<file path="src/rtl/tacs_pkg.sv">
package tacs_pkg;

   localparam int BYTE_W    = 8;
   localparam int BIT_CNT_W = $clog2(BYTE_W + 1);

   typedef enum logic [2:0] {
      LS_IDLE,
      LS_ADDR,
      LS_WDATA,
      LS_RDATA,
      LS_IGNORE
   } link_state_e;

   typedef struct packed {
      logic       baseband;
      logic       sap_level;
      logic       alc_en;
      logic       mute;
      logic       force_mono;
      logic [1:0] mode;
   } ctrl_t;

   function automatic logic [BYTE_W-1:0] status_byte(input logic stereo, input logic sap);
      return {stereo, sap, {(BYTE_W-2){1'b0}}};
   endfunction

endpackage

</file>
<file path="src/rtl/tacs_deglitch.sv">
module tacs_deglitch #(
   parameter int   SYNC_STAGES = 2,
   parameter int   FILT_CYCLES = 4,
   parameter logic IDLE_LEVEL  = 1'b1
) (
   input  logic clk,
   input  logic rst_n,
   input  logic raw_i,
   output logic clean_o
);
   localparam int CNT_W = $clog2(FILT_CYCLES + 1);

   if (SYNC_STAGES < 1) begin : g_bad_sync
      $error("SYNC_STAGES must be at least 1");
   end
   if (FILT_CYCLES < 1) begin : g_bad_filt
      $error("FILT_CYCLES must be at least 1");
   end

   logic [SYNC_STAGES-1:0] sync_q;
   logic                   sync_out;
   logic [CNT_W-1:0]       run_q;

   if (SYNC_STAGES == 1) begin : g_one
      always_ff @(posedge clk or negedge rst_n)
         if (!rst_n) sync_q <= {SYNC_STAGES{IDLE_LEVEL}};
         else        sync_q <= raw_i;
   end else begin : g_chain
      always_ff @(posedge clk or negedge rst_n)
         if (!rst_n) sync_q <= {SYNC_STAGES{IDLE_LEVEL}};
         else        sync_q <= {sync_q[SYNC_STAGES-2:0], raw_i};
   end

   assign sync_out = sync_q[SYNC_STAGES-1];

   always_ff @(posedge clk or negedge rst_n) begin
      if (!rst_n) begin
         clean_o <= IDLE_LEVEL;
         run_q   <= '0;
      end else if (sync_out == clean_o) begin
         run_q <= '0;
      end else if (run_q == CNT_W'(FILT_CYCLES - 1)) begin
         clean_o <= sync_out;
         run_q   <= '0;
      end else begin
         run_q <= run_q + 1'b1;
      end
   end

   if (FILT_CYCLES > 1) begin : g_chk
      // a level that has only just started to differ must not pass yet
      assert_fresh_change_held_R10: assert property (@(posedge clk) disable iff (!rst_n)
         ((sync_out != clean_o) && $past(sync_out == clean_o)) |=> $stable(clean_o));
   end

endmodule

</file>
<file path="src/rtl/tacs_edges.sv">
module tacs_edges (
   input  logic clk,
   input  logic rst_n,
   input  logic scl_f,
   input  logic sda_f,
   output logic ev_start,
   output logic ev_stop,
   output logic ev_rise,
   output logic ev_fall
);
   logic scl_p, sda_p;

   always_ff @(posedge clk or negedge rst_n)
      if (!rst_n) begin
         scl_p <= 1'b1;
         sda_p <= 1'b1;
      end else begin
         scl_p <= scl_f;
         sda_p <= sda_f;
      end

   assign ev_rise  =  scl_f & ~scl_p;
   assign ev_fall  = ~scl_f &  scl_p;
   assign ev_start =  scl_f &  scl_p &  sda_p & ~sda_f;
   assign ev_stop  =  scl_f &  scl_p & ~sda_p &  sda_f;

endmodule

</file>
<file path="src/rtl/tacs_link.sv">
module tacs_link
   import tacs_pkg::*;
#(
   parameter logic [6:0] DEV_ADDR = 7'b1000000
) (
   input  logic              clk,
   input  logic              rst_n,
   input  logic              ev_start,
   input  logic              ev_stop,
   input  logic              ev_rise,
   input  logic              ev_fall,
   input  logic              sda_f,
   input  logic              stereo_det,
   input  logic              sap_det,
   output logic              wr_main,
   output logic              wr_test,
   output logic              clr_test,
   output logic [BYTE_W-1:0] wr_data,
   output logic              sda_low
);
   link_state_e          st_q;
   logic [BIT_CNT_W-1:0] bit_q;
   logic                 ack_q;
   logic [BYTE_W-1:0]    sh_q;
   logic [BYTE_W-1:0]    stat_q;
   logic [1:0]           nwr_q;
   logic [2:0]           out_idx;
   logic                 in_xfer;

   assign out_idx = 3'(4'd7 - 4'(bit_q));
   assign in_xfer = (st_q == LS_ADDR) || (st_q == LS_WDATA) || (st_q == LS_RDATA);

   always_ff @(posedge clk or negedge rst_n) begin
      if (!rst_n) begin
         st_q     <= LS_IDLE;
         bit_q    <= '0;
         ack_q    <= 1'b0;
         sh_q     <= '0;
         stat_q   <= '0;
         nwr_q    <= '0;
         wr_main  <= 1'b0;
         wr_test  <= 1'b0;
         clr_test <= 1'b0;
         wr_data  <= '0;
         sda_low  <= 1'b0;
      end else begin
         wr_main  <= 1'b0;
         wr_test  <= 1'b0;
         clr_test <= 1'b0;
         if (ev_start) begin
            st_q    <= LS_ADDR;
            bit_q   <= '0;
            ack_q   <= 1'b0;
            nwr_q   <= '0;
            sda_low <= 1'b0;
         end else if (ev_stop) begin
            if (st_q == LS_WDATA && nwr_q == 2'd1) clr_test <= 1'b1;
            st_q    <= LS_IDLE;
            bit_q   <= '0;
            ack_q   <= 1'b0;
            sda_low <= 1'b0;
         end else if (in_xfer && ev_rise) begin
            if (ack_q) begin
               if (st_q == LS_RDATA && sda_f) st_q <= LS_IGNORE;   // master NACK
            end else if (bit_q < BIT_CNT_W'(BYTE_W)) begin
               sh_q  <= {sh_q[BYTE_W-2:0], sda_f};
               bit_q <= bit_q + 1'b1;
               if (bit_q == BIT_CNT_W'(BYTE_W - 1) && st_q == LS_WDATA) begin
                  wr_data <= {sh_q[BYTE_W-2:0], sda_f};
                  wr_main <= (nwr_q == 2'd0);
                  wr_test <= (nwr_q == 2'd1);
                  if (nwr_q != 2'd2) nwr_q <= nwr_q + 1'b1;
               end
            end
         end else if (in_xfer && ev_fall) begin
            if (ack_q) begin
               ack_q   <= 1'b0;
               bit_q   <= '0;
               sda_low <= 1'b0;
               if (st_q == LS_ADDR) st_q <= sh_q[0] ? LS_RDATA : LS_WDATA;
               if ((st_q == LS_ADDR && sh_q[0]) || st_q == LS_RDATA) sda_low <= ~stat_q[BYTE_W-1];
            end else if (bit_q == BIT_CNT_W'(BYTE_W)) begin
               ack_q <= 1'b1;
               if (st_q == LS_ADDR) begin
                  if (sh_q[BYTE_W-1:1] == DEV_ADDR) begin
                     sda_low <= 1'b1;
                     if (sh_q[0]) stat_q <= status_byte(stereo_det, sap_det);
                  end else begin
                     st_q    <= LS_IGNORE;
                     sda_low <= 1'b0;
                  end
               end else begin
                  sda_low <= (st_q == LS_WDATA);
               end
            end else if (st_q == LS_RDATA) begin
               sda_low <= ~stat_q[out_idx];
            end
         end
      end
   end

   assert_ignore_quiet_R2: assert property (@(posedge clk) disable iff (!rst_n)
      (st_q == LS_IGNORE) |-> !sda_low);

   assert_status_hold_R7: assert property (@(posedge clk) disable iff (!rst_n)
      (st_q == LS_RDATA && $past(st_q) == LS_RDATA) |-> $stable(stat_q));

   assert_start_release_R8: assert property (@(posedge clk) disable iff (!rst_n)
      ev_start |=> !sda_low);

   assert_one_target_R3: assert property (@(posedge clk) disable iff (!rst_n)
      !(wr_main && wr_test));

endmodule

</file>
<file path="src/rtl/tacs_ctrl_regs.sv">
module tacs_ctrl_regs
   import tacs_pkg::*;
#(
   parameter int TEST_W    = 4,
   parameter int TEST_LIVE = 14
) (
   input  logic              clk,
   input  logic              rst_n,
   input  logic              wr_main,
   input  logic              wr_test,
   input  logic              clr_test,
   input  logic [BYTE_W-1:0] wr_data,
   output ctrl_t             ctrl_o,
   output logic [TEST_W-1:0] test_sel_o
);
   if (TEST_LIVE > (1 << TEST_W)) begin : g_bad_live
      $error("TEST_LIVE exceeds the range of TEST_W");
   end

   ctrl_t             ctrl_q;
   logic [BYTE_W-1:0] test_q;

   always_ff @(posedge clk or negedge rst_n) begin
      if (!rst_n) begin
         ctrl_q <= '0;
         test_q <= '0;
      end else begin
         if (wr_main)       ctrl_q <= ctrl_t'(wr_data[BYTE_W-2:0]);
         if (clr_test)      test_q <= '0;
         else if (wr_test)  test_q <= wr_data;
      end
   end

   assign ctrl_o     = ctrl_q;
   assign test_sel_o = (test_q < BYTE_W'(TEST_LIVE)) ? test_q[TEST_W-1:0] : '0;

   assert_clear_test_R5: assert property (@(posedge clk) disable iff (!rst_n)
      clr_test |=> (test_sel_o == '0));

   assert_main_hold_R3: assert property (@(posedge clk) disable iff (!rst_n)
      !wr_main |=> $stable(ctrl_o));

endmodule

</file>
<file path="src/rtl/tv_audio_ctl_slave.sv">
module tv_audio_ctl_slave
   import tacs_pkg::*;
#(
   parameter logic [6:0] DEV_ADDR    = 7'b1000000,
   parameter int         SYNC_STAGES = 2,
   parameter int         FILT_CYCLES = 4,
   parameter int         TEST_W      = 4,
   parameter int         TEST_LIVE   = 14
) (
   input  logic              clk,
   input  logic              rst_n,
   input  logic              scl_i,
   input  logic              sda_i,
   output logic              sda_pull_o,
   input  logic              stereo_det_i,
   input  logic              sap_det_i,
   output logic [1:0]        audio_mode_o,
   output logic              force_mono_o,
   output logic              mute_o,
   output logic              alc_en_o,
   output logic              sap_level_o,
   output logic              baseband_o,
   output logic [TEST_W-1:0] test_sel_o
);
   localparam int N_LINES = 2;   // index 1 = SCL, 0 = SDA

   logic [N_LINES-1:0] raw_lines, clean_lines;
   logic ev_start, ev_stop, ev_rise, ev_fall;
   logic wr_main, wr_test, clr_test;
   logic [BYTE_W-1:0] wr_data;
   ctrl_t ctrl;

   assign raw_lines = {scl_i, sda_i};

   for (genvar g = 0; g < N_LINES; g++) begin : g_line
      tacs_deglitch #(
         .SYNC_STAGES(SYNC_STAGES),
         .FILT_CYCLES(FILT_CYCLES),
         .IDLE_LEVEL (1'b1)
      ) u_filt (
         .clk    (clk),
         .rst_n  (rst_n),
         .raw_i  (raw_lines[g]),
         .clean_o(clean_lines[g])
      );
   end

   tacs_edges u_edges (
      .clk     (clk),
      .rst_n   (rst_n),
      .scl_f   (clean_lines[1]),
      .sda_f   (clean_lines[0]),
      .ev_start(ev_start),
      .ev_stop (ev_stop),
      .ev_rise (ev_rise),
      .ev_fall (ev_fall)
   );

   tacs_link #(.DEV_ADDR(DEV_ADDR)) u_link (
      .clk       (clk),
      .rst_n     (rst_n),
      .ev_start  (ev_start),
      .ev_stop   (ev_stop),
      .ev_rise   (ev_rise),
      .ev_fall   (ev_fall),
      .sda_f     (clean_lines[0]),
      .stereo_det(stereo_det_i),
      .sap_det   (sap_det_i),
      .wr_main   (wr_main),
      .wr_test   (wr_test),
      .clr_test  (clr_test),
      .wr_data   (wr_data),
      .sda_low   (sda_pull_o)
   );

   tacs_ctrl_regs #(.TEST_W(TEST_W), .TEST_LIVE(TEST_LIVE)) u_regs (
      .clk       (clk),
      .rst_n     (rst_n),
      .wr_main   (wr_main),
      .wr_test   (wr_test),
      .clr_test  (clr_test),
      .wr_data   (wr_data),
      .ctrl_o    (ctrl),
      .test_sel_o(test_sel_o)
   );

   assign audio_mode_o = ctrl.mode;
   assign force_mono_o = ctrl.force_mono;
   assign mute_o       = ctrl.mute;
   assign alc_en_o     = ctrl.alc_en;
   assign sap_level_o  = ctrl.sap_level;
   assign baseband_o   = ctrl.baseband;

endmodule

</file>
<file path="config.mk">
export PLATFORM = sky130hd
export DESIGN_NAME = tv_audio_ctl_slave
export DESIGN_NICKNAME = d
export VERILOG_FILES = /design/src/rtl/tacs_pkg.sv /design/src/rtl/tacs_deglitch.sv /design/src/rtl/tacs_edges.sv /design/src/rtl/tacs_link.sv /design/src/rtl/tacs_ctrl_regs.sv /design/src/rtl/tv_audio_ctl_slave.sv
export SDC_FILE = /design/constraint.sdc
export NUM_CORES = 1
export LEC_CHECK = 0
export ABC_AREA = 1
export BUFFER_PORTS_ARGS = -buffer_cell sky130_fd_sc_hd__buf_2
export CAP_MARGIN = 25
export CORE_MARGIN = 4
export CORE_UTILIZATION = 55
export DETAILED_ROUTE_END_ITERATION = 10
export PLACE_DENSITY = 0.74
export SLEW_MARGIN = 0
export SYNTH_ARGS = -nofsm -noshare
export SYNTH_HDL_FRONTEND = slang
export SYNTH_HIERARCHICAL = 1
export SYNTH_SLANG_ARGS = --single-unit
export TNS_END_PERCENT = 10
</file>
<file path="constraint.sdc">
create_clock -name clk -period 1.9 [get_ports clk]
set_input_delay 0.38 -clock clk [delete_from_list [all_inputs] [get_ports clk]]
set_output_delay 0.38 -clock clk [all_outputs]
set_load 0.02 [all_outputs]
</file>
==> impl_metrics.json <==
{
  "outcome": "completed",
  "clk_pin_slew_ns": 0.07,
  "timing.critical_path.arrival_ns": 1.96,
  "endpoint_kind": "register",
  "area_delta_synth_final_pct": 13.61,
  "skew_ns": 0.01067,
  "synth_seq_area_share_pct": 51.57,
  "reg2reg_from": "g_line[0].u_filt/clean_o$_DFFE_PN1P_",
  "cts_num_sinks": 61,
  "reg2reg_setup_slack_ns": 0.15,
  "critical-path-slowest-cell": "dfstp_2",
  "place_hpwl_um": 4022,
  "ys_top_cells_by_area": "dfrtp_1 (45%), nand2_1 (11%), dfstp_2 (7.1%)",
  "cts_tree": "yes",
  "die_span_y_um": 81.60,
  "layout.core_utilization_pct": 65.43,
  "die_span_x_um": 81.60,
  "grt_antenna_before_repair": 0,
  "synth.lib_cells_used.distinct": 27,
  "initial_standard_cell_utilization_of_the_core_pct": 57.60,
  "power_density_mw_per_mm2": 893.9,
  "viasPerCell": 4.993,
  "routed_wire_length_per_instance_um": 12.10,
  "largest_net_degree_at_the_start_of_global_routing": 36,
  "setup_repair_after_global_routing_missed_its_margin": "no",
  "cts_buffers": 9,
  "synth_top_area_share_pct": 44.52,
  "total_overflow_reported_by_the_global_router": 0,
  "slew_headroom_pct": 74.37,
  "antenna_cells_inserted": 0,
  "layout_commonest_cell": "nand2_1",
  "grt_pass1_wl_um": 9591,
  "layout.nets": 389,
  "path_max_fanout": 10,
  "cpPeakStageDelay_ns": 0.60,
  "grt_pass1_vias": 2211,
  "max_cap_viol_count": 0,
  "timing.setup.critical_path_class": "register to register",
  "drt_pre_antenna_iters": 4,
  "final.hold.worst_slack_ns": 0.01697,
  "tns_ns": 0,
  "yosys.area.top_type": "dfrtp_1",
  "layoutNonFillerInstCount": 451,
  "final_setup_violating_endpoints": 0,
  "period_needed_ns": 1.746,
  "global_route.usage.total_pct": 19.09,
  "tightest_slew_ns": 0.3844,
  "regToRegEndpoint": "u_link/wr_data[5]$_DFFE_PN0P_",
  "min_period_over_period_pct": 91.87,
  "synthesis.yosys.warnings": 6,
  "synthesis.instances": 346,
  "type_of_element_launching_the_critical_path": "register",
  "power_leakage_nw": 1.709,
  "hold_path_class": "input pin to async pin",
  "mapped_avg_cell_area_sq_um": 8.610,
  "synth_fp_nets": 359,
  "placement_rows": 26,
  "timing.final.hold_violations": 0,
  "design.core.area_sq_mm": 0.005172,
  "most-common-layout-cells": "nand2_1 (90), inv_1 (54), dfrtp_1 (53)",
  "mappedNetlistArea_sq_mm": 0.002979,
  "max-clock-path-buffers": 2,
  "ir_drop_uv": 668.5,
  "wirelength_um": 5458,
  "finalWeightedCongestion": 0.8674,
  "insertion_delay_ns": 0.34,
  "worst_setup_path_startpoint": "g_line[0].u_filt/clean_o$_DFFE_PN1P_",
  "synth_seq_cells": 61,
  "drt_first_iter_violations": 154,
  "reg2reg_depth": 9,
  "drc_errors": 0,
  "final-max-slew-violation-count": 0,
  "achievable-frequency_mhz": 572.9,
  "input_output_buffers": 17,
  "route.vias.total": 2252,
  "io-pin-count": 18,
  "drt.antenna.violating_nets": 0,
  "dpl.cell_count": 435,
  "root_buffer": "clkbuf_8",
  "die_area_sq_mm": 0.006658,
  "cp_cell_sequence": "inv_1 > nand2_1 > nor2_2 > nor2_4 > inv_2 > nor2_4 > nand3_4 > nand2_1 > o21ai_0",
  "post_cts_hold_buffer_count": 0,
  "worstPathRequired_ns": 2.11,
  "share_of_final_layout_standard_cells_stronger_than_drive_strength_1_pct": 21.00,
  "maximum_level_of_the_cts_h_tree": 3
}
==> repair_timing <==
item                                    in CTS  in global routing
buffers inserted                             0                  0
endpoints found under the hold margin        0                  0
resized for setup                            0                  3
endpoints found under the setup margin       0                 11
==> logic make-up after synthesis <==
family	share of synthesized area (%)
AO/OA/AOI/OAI	7.518
adder cells (fa/ha/maj)	2.940
buffers and inverters	8.694
flip-flops	51.57
AND/OR/NAND/NOR	29.27
==> per-stage QoR <==
step	cell area [sq um]	total power, mW	worst slack (ns)
2_1_floorplan	2979	1.790	0.2411
3_3_place_gp	3181	1.909	0.2095
3_5_place_dp	3181	1.931	0.1283
4_1_cts	3372	3.054	0.08873
5_1_grt	3385	3.191	0.0005171
6_report	3385	3.025	0.1544
==> cell type report <==
cell class                 instances  area, sq um
sequential                        61         1536
clock buffer                      10        127.6
clock inverter                     6        63.81
inverter                          58        217.7
fill                             432         1788
multi-input combinational        223         1196
timing repair buffer              23        155.1
tap                               70        87.58
==> worst max path at each step <==
stage | end | slack, ns
6_report | u_link/wr_data[5]$_DFFE_PN0P_ | 0.15
4_1_cts | u_link/wr_data[5]$_DFFE_PN0P_ | 0.09
2_1_floorplan | u_link/bit_q[0]$_DFFE_PN0P_ | 0.24
3_5_place_dp | u_link/wr_data[5]$_DFFE_PN0P_ | 0.13
5_1_grt | u_link/sda_low$_DFFE_PN0P_ | 0.0005
3_3_place_gp | u_link/wr_data[1]$_DFFE_PN0P_ | 0.21
==> worst max-delay path: cells and delay by family, from the launching register on <==
kind                   cells  cell delay [ns]
AO/OA/AOI/OAI              1             0.10
buffers and inverters      2             0.18
AND/OR/NAND/NOR            6             0.73
flip-flops                 1             0.60
==> metal layers <==
layer  global-route usage (%)  up-vias  wire length, um
met4                    11.46        0              115
met3                    3.838       14              255
met1                    22.99     1033             2472
met2                    31.60       51             2613
li1                         -     1154                -
met5                        0        -                0
==> sequential cells by signal, indices dropped and copies added, names as in the netlist, 2 cells and up <==
| register | flops |
|---|---|
| u_link/sh_q | 8 |
| u_link/wr_data | 8 |
| u_regs/test_q | 8 |
| u_regs/ctrl_o | 7 |
| g_line.u_filt/run_q | 6 |
| g_line.u_filt/sync_q | 4 |
| u_link/bit_q | 4 |
| u_link/st_q | 3 |
| g_line.u_filt/clean_o | 2 |
| u_link/nwr_q | 2 |
| u_link/stat_q | 2 |
==> cell usage after synthesis (all sizes together) <==
cell type / count
o211ai: 2
or2: 1
a21oi: 6
buf: 4
nand3: 29
nand4: 7
nor2: 33
o21ai: 29
dfrtp: 53
ha: 7
nand2: 100
nor4: 1
dfstp: 8
nor3: 7
inv: 58
nand3b: 1
==> power breakdown <==
part / total [mW] / switching, mW / internal (mW)
registers: 1.49 / 0.0718 / 1.42
logic: 0.421 / 0.277 / 0.144
clock network: 1.12 / 0.513 / 0.603
total: 3.03 / 0.861 / 2.16
Note: power is estimated with default switching activity, not from simulation.
